`config.mk`:
```
export PLATFORM = sky130hd
export DESIGN_NAME = lane_shift_chain
export DESIGN_NICKNAME = d
export VERILOG_FILES = /design/src/rtl/lane_chain_pkg.sv /design/src/rtl/lane_mode_decode.sv /design/src/rtl/stage_array.sv /design/src/rtl/port_steer.sv /design/src/rtl/lane_shift_chain.sv
export SDC_FILE = /design/constraint.sdc
export NUM_CORES = 1
export LEC_CHECK = 0
export BUFFER_PORTS_ARGS = -buffer_cell sky130_fd_sc_hd__clkbuf_2
export CAP_MARGIN = 5
export CORE_ASPECT_RATIO = 0.9
export CORE_UTILIZATION = 32
export DETAILED_ROUTE_END_ITERATION = 6
export PLACE_DENSITY = 0.59
export SETUP_SLACK_MARGIN = 0.1
export SLEW_MARGIN = 30
export SYNTH_ARGS = -nofsm -noshare
export SYNTH_HDL_FRONTEND = slang
export SYNTH_SLANG_ARGS = --single-unit
```
`constraint.sdc`:
```
create_clock -name clk -period 3.35 [get_ports clk]
set_input_delay 0.5025 -clock clk [delete_from_list [all_inputs] [get_ports clk]]
set_output_delay 0.5025 -clock clk [all_outputs]
set_load 0.05 [all_outputs]
```
`src/rtl/lane_chain_pkg.sv`:
```
package lane_chain_pkg;

    localparam int NUM_OPTS = 4;
    localparam int OPT_W    = 2;

    typedef enum logic [1:0] {
        LM_SIX   = 2'b00,
        LM_FOUR  = 2'b01,
        LM_THREE = 2'b10,
        LM_TWO   = 2'b11
    } lane_mode_e;

    // lane count for each option index; every value divides the chain length
    function automatic int opt_lanes(input int idx);
        case (idx)
            0:       return 2;
            1:       return 3;
            2:       return 4;
            default: return 6;
        endcase
    endfunction

endpackage

```
`src/rtl/lane_mode_decode.sv`:
```
module lane_mode_decode
    import lane_chain_pkg::*;
#(
    parameter int MAX_LANES = 6
) (
    input  logic [1:0]           mode_sel,
    output logic [OPT_W-1:0]     opt_idx,
    output logic [MAX_LANES-1:0] lane_mask
);

    lane_mode_e mode;
    assign mode = lane_mode_e'(mode_sel);

    always_comb begin
        unique case (mode)
            LM_TWO:   opt_idx = OPT_W'(0);
            LM_THREE: opt_idx = OPT_W'(1);
            LM_FOUR:  opt_idx = OPT_W'(2);
            LM_SIX:   opt_idx = OPT_W'(3);
        endcase
    end

    always_comb begin
        for (int i = 0; i < MAX_LANES; i++) begin
            lane_mask[i] = (i < opt_lanes(int'(opt_idx)));
        end
    end

endmodule

```
`src/rtl/stage_array.sv`:
```
module stage_array
    import lane_chain_pkg::*;
#(
    parameter int TOTAL     = 96,
    parameter int MAX_LANES = 6
) (
    input  logic                 clk,
    input  logic                 clr_n,
    input  logic                 dir_right,
    input  logic [OPT_W-1:0]     opt_idx,
    input  logic [MAX_LANES-1:0] a_in,
    input  logic [MAX_LANES-1:0] b_in,
    output logic [TOTAL-1:0]     q
);

    logic [TOTAL-1:0] up_cand [NUM_OPTS];
    logic [TOTAL-1:0] dn_cand [NUM_OPTS];
    logic [TOTAL-1:0] nxt;

    // one candidate pair per lane option; the selected option is muxed in
    for (genvar m = 0; m < NUM_OPTS; m++) begin : g_opt
        localparam int N = opt_lanes(m);

        assign up_cand[m] = {q[TOTAL-1-N:0], a_in[N-1:0]};
        assign dn_cand[m] = {b_in[N-1:0], q[TOTAL-1:N]};

        AST_UP_SHIFT: assert property (@(posedge clk) disable iff (!clr_n)
            (opt_idx == OPT_W'(m) && dir_right) |=> q[TOTAL-1:N] == $past(q[TOTAL-1-N:0]));

        AST_DN_SHIFT: assert property (@(posedge clk) disable iff (!clr_n)
            (opt_idx == OPT_W'(m) && !dir_right) |=> q[TOTAL-1-N:0] == $past(q[TOTAL-1:N]));
    end

    assign nxt = dir_right ? up_cand[opt_idx] : dn_cand[opt_idx];

    always_ff @(posedge clk or negedge clr_n) begin
        if (!clr_n) begin
            q <= '0;
        end else begin
            q <= nxt;
        end
    end

endmodule

```
`src/rtl/port_steer.sv`:
```
module port_steer
    import lane_chain_pkg::*;
#(
    parameter int TOTAL     = 96,
    parameter int MAX_LANES = 6
) (
    input  logic                 clk,
    input  logic                 clr_n,
    input  logic                 dir_right,
    input  logic [OPT_W-1:0]     opt_idx,
    input  logic [MAX_LANES-1:0] lane_mask,
    input  logic [TOTAL-1:0]     q,
    output logic [MAX_LANES-1:0] a_out,
    output logic [MAX_LANES-1:0] a_oe,
    output logic [MAX_LANES-1:0] b_out,
    output logic [MAX_LANES-1:0] b_oe
);

    logic [MAX_LANES-1:0] head_c [NUM_OPTS];
    logic [MAX_LANES-1:0] tail_c [NUM_OPTS];

    for (genvar m = 0; m < NUM_OPTS; m++) begin : g_opt
        localparam int N = opt_lanes(m);

        assign head_c[m] = (MAX_LANES)'(q[N-1:0]);
        assign tail_c[m] = (MAX_LANES)'(q[TOTAL-1 -: N]);

        AST_TAIL_FOLLOWS: assert property (@(posedge clk) disable iff (!clr_n)
            (opt_idx == OPT_W'(m) && dir_right) |=>
            (!(opt_idx == OPT_W'(m) && dir_right) || b_out[N-1:0] == $past(q[TOTAL-1-N -: N])));

        AST_HEAD_FOLLOWS: assert property (@(posedge clk) disable iff (!clr_n)
            (opt_idx == OPT_W'(m) && !dir_right) |=>
            (dir_right || opt_idx != OPT_W'(m) || a_out[N-1:0] == $past(q[2*N-1:N])));
    end

    always_comb begin
        if (dir_right) begin
            b_out = tail_c[opt_idx];
            b_oe  = lane_mask;
            a_out = '0;
            a_oe  = '0;
        end else begin
            a_out = head_c[opt_idx];
            a_oe  = lane_mask;
            b_out = '0;
            b_oe  = '0;
        end
    end

    AST_OE_ONE_SIDE: assert property (@(posedge clk) disable iff (!clr_n)
        (a_oe & b_oe) == '0 && (dir_right ? a_oe == '0 : b_oe == '0));

    AST_IDLE_QUIET: assert property (@(posedge clk) disable iff (!clr_n)
        (a_out & ~a_oe) == '0 && (b_out & ~b_oe) == '0);

endmodule

```
`src/rtl/lane_shift_chain.sv`:
```
module lane_shift_chain
    import lane_chain_pkg::*;
#(
    parameter int TOTAL     = 96,
    parameter int MAX_LANES = 6
) (
    input  logic                 clk,
    input  logic                 clr_n,
    input  logic [1:0]           mode_sel,
    input  logic                 dir_right,
    input  logic [MAX_LANES-1:0] a_in,
    output logic [MAX_LANES-1:0] a_out,
    output logic [MAX_LANES-1:0] a_oe,
    input  logic [MAX_LANES-1:0] b_in,
    output logic [MAX_LANES-1:0] b_out,
    output logic [MAX_LANES-1:0] b_oe,
    output logic [TOTAL-1:0]     stage_q
);

    logic [OPT_W-1:0]     opt_idx;
    logic [MAX_LANES-1:0] lane_mask;

    lane_mode_decode #(.MAX_LANES(MAX_LANES)) u_decode (
        .mode_sel  (mode_sel),
        .opt_idx   (opt_idx),
        .lane_mask (lane_mask)
    );

    stage_array #(.TOTAL(TOTAL), .MAX_LANES(MAX_LANES)) u_stages (
        .clk       (clk),
        .clr_n     (clr_n),
        .dir_right (dir_right),
        .opt_idx   (opt_idx),
        .a_in      (a_in),
        .b_in      (b_in),
        .q         (stage_q)
    );

    port_steer #(.TOTAL(TOTAL), .MAX_LANES(MAX_LANES)) u_steer (
        .clk       (clk),
        .clr_n     (clr_n),
        .dir_right (dir_right),
        .opt_idx   (opt_idx),
        .lane_mask (lane_mask),
        .q         (stage_q),
        .a_out     (a_out),
        .a_oe      (a_oe),
        .b_out     (b_out),
        .b_oe      (b_oe)
    );

    always @(posedge clk) begin
        if (!clr_n) begin
            AST_CLEAR_EMPTY: assert (stage_q == '0);
        end
    end

endmodule

```
---- Word-level counts from Yosys, hierarchy flattened ----
Cells that the tools add are included.
cells by class
  add/sub/neg operators ................... 0
  multipliers ............................. 0
  div/mod/pow operators ................... 0
  $lt $le $gt $ge ......................... 7
  equality and inequality tests ........... 5
  shifts and indexed selects .............. 0
  multiplexer cells ....................... 19
  bitwise operators ....................... 1
  reduce and logical (&&, ||, !) cells .... 2
operators with widths
  operator                                                    count
  two-way mux 96 bit                                          5
  binary-select mux 96 bit (select 2 bit)                     2
  two-way mux 6 bit                                           8
  binary-select mux 6 bit (select 2 bit)                      2
  one-hot mux 3 bit (3 select lines)                          1
  one-hot mux 2 bit (4 select lines)                          1
  equality test 2 bit (second input constant)                 3
  less-than comparator 1 x 3 -> 1 bit (first input constant)  2
  less-than comparator 2 x 3 -> 1 bit (first input constant)  2
  less-than comparator 3 bit (first input constant)           2
  equality test 2 x 1 -> 1 bit (second input constant)        2
  logical NOT 2 bit                                           2
  >= comparator 3 bit (second input constant)                 1
  NOT 2 -> 3 bit                                              1
word-level totals
  flip-flop bits (word level) ............. 96
  bits in latches ......................... 0
  bits in writable memories ............... 0
  bits in read-only memories .............. 0
  bits of input ports ..................... 17
  output and inout bits ................... 120
  memories ................................ 0

---- Logic depth before layout (Yosys ltp) ----
Gate-level depths: netlist of run 1.
  depth after elaboration ................. 7
  gate-level depth with buffers ........... 7
  gate-level depth less buffers ........... 3

---- Hierarchy ----
From an unflattened synthesis of run 1, not the netlist that was laid out.
second synthesis, totals
  cell total of the unflattened synthesis .. 839
  area total of the unflattened synthesis .. 7843.8 sq um
by module, submodules not included
  module            instances  cells an instance  area an instance (sq um)  sequential area each (sq um)
  stage_array       1          792                7528.5                    2402.3
  port_steer        1          38                 266.5                     0.0
  lane_mode_decode  1          9                  48.8                      0.0

---- Worst setup path before layout of run 1 ----
No wires, ideal clock.
  kind .................................... input to output
  start point ............................. in mode_sel[0]
  end point ............................... out a_out[4]
  arrival time ............................ 2800 ps
  data required time ...................... 2847 ps
  setup slack ............................. 47 ps
  stages .................................. 5
  path buffers ............................ 3
  cells stage by stage .................... buf_4 > buf_6 > buf_4 > nor3_1 > and2_1
between the ends
  cells in the longest elaborated chain, start to end .. 7
  elaborated cells between the ends (all ways) .. 10
ends and longest elaborated chain
  element                                                  RTL line                text
  start: declaration                                       lane_shift_chain.sv:9   input logic [1:0] mode_sel,
  equality test 2 x 1 -> 1 bit (tied with other cells)     lane_mode_decode.sv:15  unique case (mode)
  one-hot mux 2 bit (4 select lines) *                     lane_mode_decode.sv:15
  NOT 2 -> 3 bit (implied by the code) *                   port_steer.sv:44        a_out = head_c[opt_idx];
  binary-select mux 6 bit (select 2 bit) *                 port_steer.sv:44
  two-way mux 6 bit (implied by the code) * (2 in series)  port_steer.sv:44
  two-way mux 6 bit *                                      port_steer.sv:38        if (dir_right) begin
  end: declaration                                         lane_shift_chain.sv:12  output logic [MAX_LANES-1:0] a_out,
Mark *: on every way between the ends. The rest lies on a longest branch, timed or not. The select of a mux whose other input is x is not followed.

---- Worst setup path after layout of run 1 ----
  start point ............................. in mode_sel[1]
  end point ............................... out b_out[1]
between the ends
  cells in the longest elaborated chain, start to end .. 7
  elaborated cells between the ends (all ways) .. 10
ends and longest elaborated chain
  element                                                  RTL line                text
  equality test 2 x 1 -> 1 bit (tied with other cells)     lane_mode_decode.sv:15
  one-hot mux 2 bit (4 select lines) *                     lane_mode_decode.sv:15
  NOT 2 -> 3 bit (implied by the code) *                   port_steer.sv:39        b_out = tail_c[opt_idx];
  binary-select mux 6 bit (select 2 bit) *                 port_steer.sv:39
  two-way mux 6 bit (implied by the code) * (2 in series)  port_steer.sv:39
  two-way mux 6 bit *                                      port_steer.sv:38
  end: declaration                                         lane_shift_chain.sv:15  output logic [MAX_LANES-1:0] b_out,
Marks and branches as above.

==> results of run 1 <==
power by group through the flow:
stage | combinational, mW | sequential (mW) | clock [mW]
2_1_floorplan | 2.11 | 3.74 | 0
3_3_place_gp | 4.31 | 2.67 | 0
3_5_place_dp | 4.32 | 2.71 | 0
4_1_cts | 4.34 | 2.68 | 1.09
5_1_grt | 4.55 | 2.83 | 1.13
6_report | 4.31 | 2.69 | 1.06
Yosys cell counts:
cell / count / area (um2)
a211oi_1: 1 / 7.51
a21oi_1: 3 / 15.0
a221o_1: 1 / 10.0
a311o_1: 1 / 10.0
and2_1: 9 / 56.3
and3_1: 1 / 6.26
buf_1: 6 / 22.5
buf_2: 26 / 130
buf_4: 12 / 90.1
buf_6: 11 / 124
clkbuf_1: 15 / 56.3
dfrtp_1: 96 / 2400
inv_1: 3 / 11.3
inv_2: 1 / 3.75
mux2_2: 6 / 67.6
mux2i_1: 14 / 140
mux4_2: 183 / 4120
nand2_1: 4 / 15.0
nand2b_1: 2 / 12.5
nand3b_1: 1 / 7.51
nor2_1: 271 / 1020
nor2b_1: 2 / 12.5
nor3_1: 1 / 5.00
o21a_1: 1 / 7.51
o221ai_1: 1 / 8.76
o22ai_1: 3 / 18.8
o2bb2ai_1: 1 / 8.76
or3_1: 1 / 6.26
final cells by class:
type / count / area, um2 / area share, %
Clock buffer: 10 / 229 / 2.39
Clock inverter: 6 / 67.6 / 0.705
Inverter: 4 / 15.0 / 0.157
Multi-Input combinational cell: 507 / 5560 / 58.0
Sequential cell: 96 / 2400 / 25.1
Tap cell: 342 / 428 / 4.46
Timing Repair Buffer: 154 / 887 / 9.25
layer usage:
layer	GRT usage (%)	vias up	share of wire, %	wire length (um)
met5	0	-	0	0
met4	3.46	0	0.92	205
met3	2.85	11	6.0	1340
met2	26.5	249	49	11000
met1	25.0	3446	44	9760
li1	-	2766	-	-
worst max-delay path, stage by stage:
cell and delay, ps:
buf_6 460, mux4_2 580, and2_1 160, clkbuf_2 230
final timing paths:
check | startpoint | slack [ps] | to | depth (start not counted)
max | mode_sel[1] | 870 | b_out[1] | 4
min | clr_n | 90 | u_stages.q[86] | 1
max reg2reg | u_stages.q[5] | 1910 | u_stages.q[3] | 2
min reg2reg | u_stages.q[0] | 810 | u_stages.q[2] | 2
max in group asynchronous | clr_n | 2510 | u_stages.q[67] | 2
min in group clk | b_in[5] | 420 | u_stages.q[95] | 2
per-stage QoR:
| step | instance area (um2) | setup slack [ps] |
|---|---|---|
| after floorplan | 8400 | 390 |
| after global placement | 9290 | 861 |
| after detailed placement | 9290 | 854 |
| after CTS | 9590 | 846 |
| after global routing | 9590 | 766 |
| final | 9590 | 866 |
cell families (layout without fill, tap and decap cells):
family | after synthesis | count (layout) | share of synthesized area [%]
buffers and inverters | 74 | 174 | 5.22
flip-flops | 96 | 96 | 28.6
multiplexers | 203 | 203 | 51.6
AO/OA/AOI/OAI | 12 | 12 | 1.03
AND/OR/NAND/NOR | 292 | 292 | 13.6
==> impl_metrics.csv, run 1 <==
group,metric,value,unit
cells_and_area,area_delta_synth_final,14.2,%
floorplan,core-area,25500,um2
yosys,netlist_instances,677,
cells_and_area,fillers,2491,
grt,grt_pass1_vias,6068,
sta,fin_crit_sh,74.2,%
yosys,syn_area_per_cell,12.4,um2
drt,drc,0,
clock_network,post_cts_buffers,0,
yosys,synth.distinct_cells,28,
clock_network,clock_latency,350,ps
hold_path,hold_path_class,"primary input to asynchronous set/reset pin",
yosys,ys_ff_latch,96,
clock_network,cts-root-buf,"clkbuf_16",
cells_and_area,largest_register,"u_stages.q",
sta,max_clock_freq,0.403,GHz
cells_and_area,layout_common_cells,"nor2_1, mux4_2, clkbuf_2",
drt,avgViaCountPerCell,5.78,
clock_network,cts.path.max_buffers,2,
worst_setup_path,path_class,"primary input to output pin",
floorplan,die_width,173,um
sta,finalSetupViolCount,0,
floorplan,ios,137,
drt,drt-initial-drc-count,564,
pwr,powerDensity,840,nW/um2
cells_and_area,nNetsFinal,789,
sta,drv_slew,0,
floorplan,die_area,26900,um2
worst_setup_path,crit_required,2850,ps
sta,hold_slack,90.0,ps
worst_setup_path,critPathMaxFanout,69,
clock_network,cts-htree-levels,3,
drt,drt.antenna.violating_nets,0,
drt,wl_per_cell,19.9,um
worst_setup_path,critPathArrivalTime,1980,ps
floorplan,rows,55,
cells_and_area,drive_gt1_share,46.3,%
pwr,internal_power,3.99,mW
grt,antenna_found_initial,0,
sta,worst_slew_pin_slew,685,ps
yosys,syn_nets,694,
worst_setup_path,crit_path_start_kind,"primary input",
sta,fin_setup_tns,0,ps
floorplan,initial_utilization,33.0,%
drt,dr.pass1.iters,7,
pwr,p_comb_share,53.4,%
drt,drt_wl_total,22300,um
pwr,sw_frac_of_total,50.5,%
place,port_buffers,136,
floorplan,dieHeight,156,um
clock_network,cts_resized,0,
pwr,net-switching-power,4.07,mW
pwr,clkPwrFrac,13.2,%
clock_network,clk_pin_slew,80,ps
cells_and_area,diodes,0,
cells_and_area,final_util,37.7,%
status,status,"complete, no violations",
yosys,yosysWarnings,0,
pwr,finalPower,8.06,mW
pwr,vdd_drop_max,0.462,mV
cells_and_area,reg_top3,"u_stages.q x96",
clock_network,cts.sinks,96,
sta,final.min_clock_period,2480,ps
clock_network,cts_made_buffers,9,
clock_network,hold_buffers,0,
pwr,seqPwrFrac,33.4,%
sta,relSlewSlack,54.3,%
sta,hold_viol,0,
place,gp_congestion,0.776,
pwr,p_leak,3.47,nW
place,place_inst,1103,
sta,rsz0062_at_grt,"false",
worst_setup_path,critPathCaptureType,"output pin",
yosys,seq_area_frac_synth,28.6,%
place,dp_hpwl,14200,um
job,drv_cap,0,
yosys,netlist_area,8390,um2
grt,grt_start_max_net_pins,128,
grt,grtUsageTotal,17.0,%
cells_and_area,layoutNonFillerInstCount,1119,
drt,vias,6472,
cells_and_area,largest_reg_flops,96,
sta,fin_skew,14.1,ps
grt,grt_pass1_wl,36100,um
grt,grt-ovfl-total,0,
clock_network,tritoncts,"built",
cells_and_area,final_common_cell,"nor2_1",
Power figures use the tool's default switching activity.
==> run 2: changes to the inputs <==
==> constraint.sdc (replaced) <==
create_clock -name clk -period 2.5 [get_ports clk]
set_input_delay 0.375 -clock clk [delete_from_list [all_inputs] [get_ports clk]]
set_output_delay 0.375 -clock clk [all_outputs]
set_load 0.05 [all_outputs]
==> run 2 against run 1 <==
  * Clock skew shrank 3.8 ps
  * Register-to-register slack worse by 830 ps
  * Sequential power up 35%
  * Sequential share of layout area shrank 0.39 points
  * Combinational power up 35%
  * Final area increased by 1.6%
  * Core utilization up 0.59 points
  * Critical path depth down 1
  * Worst setup slack worse by 540 ps
==> impl_metrics.csv, run 2 (synthesis results as in run 1) <==
group,metric,value,unit
status,status,"complete, no violations",
sta,rsz0062_at_grt,"false",
clock_network,tritoncts,"built",
clock_network,clock_latency,360,ps
sta,fin_setup_tns,0,ps
cells_and_area,largest_reg_flops,96,
worst_setup_path,critPathArrivalTime,1790,ps
worst_setup_path,crit_required,2120,ps
drt,drt.antenna.violating_nets,0,
worst_setup_path,path_class,"flop to output pin",
clock_network,cts.sinks,96,
clock_network,cts-htree-levels,3,
grt,grtUsageTotal,17.8,%
place,dpl-instance-area,9370,um2
drt,drt_wl_total,23100,um
pwr,p_leak,3.54,nW
pwr,net-switching-power,5.52,mW
sta,final.min_clock_period,2170,ps
drt,dr.pass1.iters,5,
clock_network,clk_pin_slew,80,ps
clock_network,cts.path.max_buffers,2,
place,gp_congestion,0.769,
sta,finalSetupViolCount,0,
drt,vias,6462,
drt,wl_per_cell,20.6,um
drt,avgViaCountPerCell,5.75,
cells_and_area,nNetsFinal,792,
cells_and_area,layout_common_cells,"nor2_1, mux4_2, clkbuf_2",
worst_setup_path,max_stage_delay,540,ps
worst_setup_path,critPathCaptureType,"output pin",
pwr,p_comb_share,52.3,%
grt,grt_pass1_wl,38200,um
cells_and_area,fillers,2515,
clock_network,cts-root-buf,"clkbuf_16",
job,drv_cap,0,
grt,grt-ovfl-total,0,
worst_setup_path,path_cells,"mux4_2 -> and2_1 -> clkbuf_2",
place,dp_hpwl,14900,um
pwr,internal_power,5.61,mW
cells_and_area,drive_gt1_share,46.8,%
worst_setup_path,crit_path_top_delay_cell,"mux4_2",
grt,grt_start_max_net_pins,125,
cells_and_area,reg_top3,"u_stages.q x96",
place,port_buffers,136,
pwr,powerDensity,1140,nW/um2
pwr,sw_frac_of_total,49.6,%
clock_network,post_cts_buffers,0,
hold_path,hold_path_class,"primary input to flop",
worst_setup_path,crit_path_start_kind,"flop",
sta,fin_skew,10.2,ps
drt,drt-initial-drc-count,556,
pwr,seqPwrFrac,32.5,%
grt,antenna_found_initial,1,
floorplan,core-area,25500,um2
floorplan,rows,55,
clock_network,hold_buffers,1,
sta,drv_slew,0,
cells_and_area,stdcell_area,9740,um2
floorplan,dieHeight,156,um
sta,hold_viol,0,
cells_and_area,seqCellArea,2400,um2
cells_and_area,multi_input_area,5570,um2
floorplan,ios,137,
floorplan,initial_utilization,33.0,%
worst_setup_path,critPathMaxFanout,9,
drt,drc,0,
floorplan,die_area,26900,um2
sta,max_clock_freq,0.461,GHz
cells_and_area,final_common_cell,"nor2_1",
sta,worst_slew_pin_slew,685,ps
cells_and_area,largest_register,"u_stages.q",
pwr,vdd_drop_max,0.645,mV
clock_network,cts_made_buffers,9,
pwr,clkPwrFrac,15.2,%
floorplan,die_width,173,um
clock_network,cts_resized,0,
grt,grt_pass1_vias,6412,
cells_and_area,area_delta_synth_final,16.0,%
sta,relSlewSlack,54.3,%
sta,fin_crit_sh,86.8,%
run 2: cell count changes in the layout (fill, tap and decap cells not counted), sizes merged:
cell,before,now
clkinvlp,2,1
dlygate4sd3,0,1
inv,5,4
diode,0,1
bufinv,1,3
clkinv,2,1
buf,22,25
run 2: routing by layer:
layer | share of wire, % | up-vias | wire (um) | track usage [%]
li1 | - | 2779 | - | -
met1 | 45 | 3405 | 10300 | 25.3
met2 | 48 | 256 | 11100 | 28.1
met3 | 6.0 | 22 | 1370 | 3.56
met4 | 1.5 | 0 | 343 | 4.13
met5 | 0 | - | 0 | 0
run 2: cell type report:
cell class,instances,area share [%]
clock inverter,5,1.05
inverter,4,0.154
timing repair buffer,157,9.90
tap,342,4.39
clock buffer,11,2.60
antenna,1,0.0257
multi-input combinational,507,57.2
sequential,96,24.7
run 2: path summary, 6_finish.rpt:
path                                     start        endpoint  slack [ps]  cells after the start
worst max register to register   u_stages.q[4]   u_stages.q[1]        1080                      2
worst min register to register   u_stages.q[0]   u_stages.q[2]         810                      2
worst min-delay path                   a_in[0]   u_stages.q[0]         250                      2
worst max-delay path            u_stages.q[95]        b_out[1]         330                      3
min in group asynchronous                clr_n  u_stages.q[88]         520                      2
max in group asynchronous                clr_n  u_stages.q[64]        1260                      3
run 2: worst max-delay path, delay by kind of cell (launching register included):
family | cells | cell delay [ps]
flops | 1 | 490
simple gates | 1 | 180
mux | 1 | 540
buf+inv | 1 | 230
run 2: power by group through the flow:
stage	Clock (mW)	Sequential [mW]	Combinational [mW]
after floorplan	0	5.02	2.82
after global placement	0	3.62	5.81
after detailed placement	0	3.64	5.84
after CTS	1.73	3.61	5.87
after global routing	1.78	3.79	6.16
final	1.69	3.62	5.82
run 2: through the flow:
step,utilization (%),worst slack [ps],std cells,power [mW],hold WS (ps)
2_1_floorplan,-,97.3,677,7.84,79.4
6_report,38.3,330,1123,11.1,251
3_5_place_dp,36.8,476,1105,9.48,380
5_1_grt,38.2,259,1122,11.7,243
3_3_place_gp,36.8,508,1105,9.43,377
4_1_cts,38.2,326,1122,11.2,236
==> run 3: changes to the inputs <==
--- a/config.mk
+++ b/config.mk
@@ -5,12 +5,12 @@
 export SDC_FILE = /design/constraint.sdc
 export NUM_CORES = 1
 export LEC_CHECK = 0
-export BUFFER_PORTS_ARGS = -buffer_cell sky130_fd_sc_hd__clkbuf_2
+export BUFFER_PORTS_ARGS = -buffer_cell sky130_fd_sc_hd__buf_2
 export CAP_MARGIN = 5
 export CORE_ASPECT_RATIO = 0.9
-export CORE_UTILIZATION = 32
+export CORE_UTILIZATION = 45
 export DETAILED_ROUTE_END_ITERATION = 6
-export PLACE_DENSITY = 0.59
+export PLACE_DENSITY = 0.75
 export SETUP_SLACK_MARGIN = 0.1
 export SLEW_MARGIN = 30
 export SYNTH_ARGS = -nofsm -noshare
==> run 3 against run 2 <==
  * Sequential power about the same
  * Cell count down 9.1%
  * Hold slack worse by 240 ps
  * Fmax up 3.4%
  * First-iteration DRC count up 14%
  * Critical path depth unchanged
  * Via count up 0.88%
  * Non-clock buffer count down 4
  * Routed wire length down 5.6%
  * Register-to-register slack about the same
  * Sequential share of layout area up 0.50 points
==> impl_metrics.csv, run 3 (synthesis results as in run 1) <==
group,metric,value,unit
status,status,"complete, no violations",
cells_and_area,seqCellArea,2400,um2
floorplan,dieHeight,132,um
grt,grt_pass1_wl,35200,um
drt,avgViaCountPerCell,6.38,
job,drv_cap,0,
clock_network,cts_made_buffers,9,
cells_and_area,largest_reg_flops,96,
cells_and_area,final_util,52.0,%
pwr,vdd_drop_max,0.769,mV
drt,drt_wl_total,21800,um
cells_and_area,fillers,1590,
drt,drt-initial-drc-count,634,
clock_network,cts-htree-levels,3,
sta,relSlewSlack,56.4,%
cells_and_area,layout_common_cells,"nor2_1, mux4_2, buf_2",
drt,drc,0,
drt,wl_per_cell,21.4,um
cells_and_area,diodes,0,
sta,worst_slew_pin_slew,654,ps
worst_setup_path,critPathArrivalTime,1720,ps
place,dpl-instance-area,9210,um2
clock_network,cts.path.max_buffers,2,
cells_and_area,stdcell_area,9540,um2
clock_network,clk_pin_slew,70,ps
cells_and_area,nNetsFinal,788,
pwr,p_leak,3.42,nW
floorplan,rows,47,
sta,hold_viol,0,
grt,grtUsageTotal,23.5,%
worst_setup_path,critPathMaxFanout,9,
grt,antenna_found_initial,0,
sta,fin_skew,5.56,ps
floorplan,die_width,146,um
drt,dr.pass1.iters,5,
clock_network,cts.sinks,96,
place,port_buffers,136,
worst_setup_path,critPathCaptureType,"output pin",
drt,vias,6519,
place,dp_hpwl,13600,um
sta,final.min_clock_period,2100,ps
sta,finalSetupViolCount,0,
clock_network,clock_latency,360,ps
clock_network,post_cts_buffers,0,
sta,max_clock_freq,0.477,GHz
floorplan,die_area,19200,um2
grt,grt_start_max_net_pins,109,
worst_setup_path,path_class,"flop to output pin",
clock_network,cts_resized,0,
cells_and_area,reg_top3,"u_stages.q x96",
sta,rsz0062_at_grt,"false",
clock_network,hold_buffers,0,
pwr,powerDensity,1150,nW/um2
pwr,finalPower,11.0,mW
drt,drt.antenna.violating_nets,0,
grt,grt_pass1_vias,6121,
floorplan,core-area,18300,um2
sta,fin_setup_tns,0,ps
cells_and_area,largest_register,"u_stages.q",
grt,grt-ovfl-total,0,
sta,drv_slew,0,
worst_setup_path,crit_path_start_kind,"flop",
floorplan,ios,137,
cells_and_area,drive_gt1_share,46.6,%
place,gp_congestion,0.794,
hold_path,hold_path_class,"primary input to asynchronous set/reset pin",
clock_network,tritoncts,"built",
cells_and_area,area_delta_synth_final,13.7,%
worst_setup_path,crit_required,2120,ps
floorplan,initial_utilization,45.8,%
clock_network,cts-root-buf,"clkbuf_16",
cells_and_area,multi_input_area,5570,um2
cells_and_area,final_common_cell,"nor2_1",
sta,fin_crit_sh,83.9,%
## run 3: worst max-delay path, stage by stage, from the launching register on
cell and delay (ps):
dfrtp_1 490, mux4_2 490, and2_1 170, buf_2 210
## run 3: worst paths after layout
check | startpoint | end | slack, ps | depth (start not counted)
max | u_stages.q[94] | b_out[0] | 400 | 3
min | clr_n | u_stages.q[88] | 6 | 1
max reg2reg | u_stages.q[5] | u_stages.q[3] | 1070 | 2
min reg2reg | u_stages.q[0] | u_stages.q[2] | 810 | 2
max in group asynchronous | clr_n | u_stages.q[39] | 1830 | 2
min in group clk | b_in[5] | u_stages.q[95] | 260 | 2
## run 3: report_power, final
| group | total, mW | leakage, nW | internal [mW] | switching, mW |
|---|---|---|---|---|
| Combinational | 5.82 | 2.29 | 2.48 | 3.34 |
| Clock | 1.56 | 0.155 | 0.908 | 0.651 |
| Sequential | 3.60 | 0.972 | 2.11 | 1.49 |
| Total | 11.0 | 3.42 | 5.50 | 5.48 |
## run 3: cell type report
class / instances / area share (%)
multi-input combinational: 507 / 58.4
tap: 245 / 3.21
clock buffer: 10 / 2.50
sequential: 96 / 25.2
clock inverter: 6 / 0.970
inverter: 4 / 0.157
timing repair buffer: 153 / 9.61
## run 3: stage by stage
step | hold slack, ps | setup slack, ps | cells
floorplan | 79.4 | 97.3 | 677
finish | 6.25 | 402 | 1021
detailed placement | 414 | 488 | 1005
global placement | 408 | 529 | 1005
global route | 38.6 | 354 | 1021
CTS | 28.7 | 403 | 1021
## run 3: metal layers
metal / part of all wire (%) / track usage (%) / vias to the layer above
li1: - / - / 2766
met4: 1.0 / 5.03 / 0
met5: 0 / 0 / -
met1: 40 / 34.2 / 3427
met2: 51 / 36.9 / 307
met3: 7.6 / 4.51 / 19
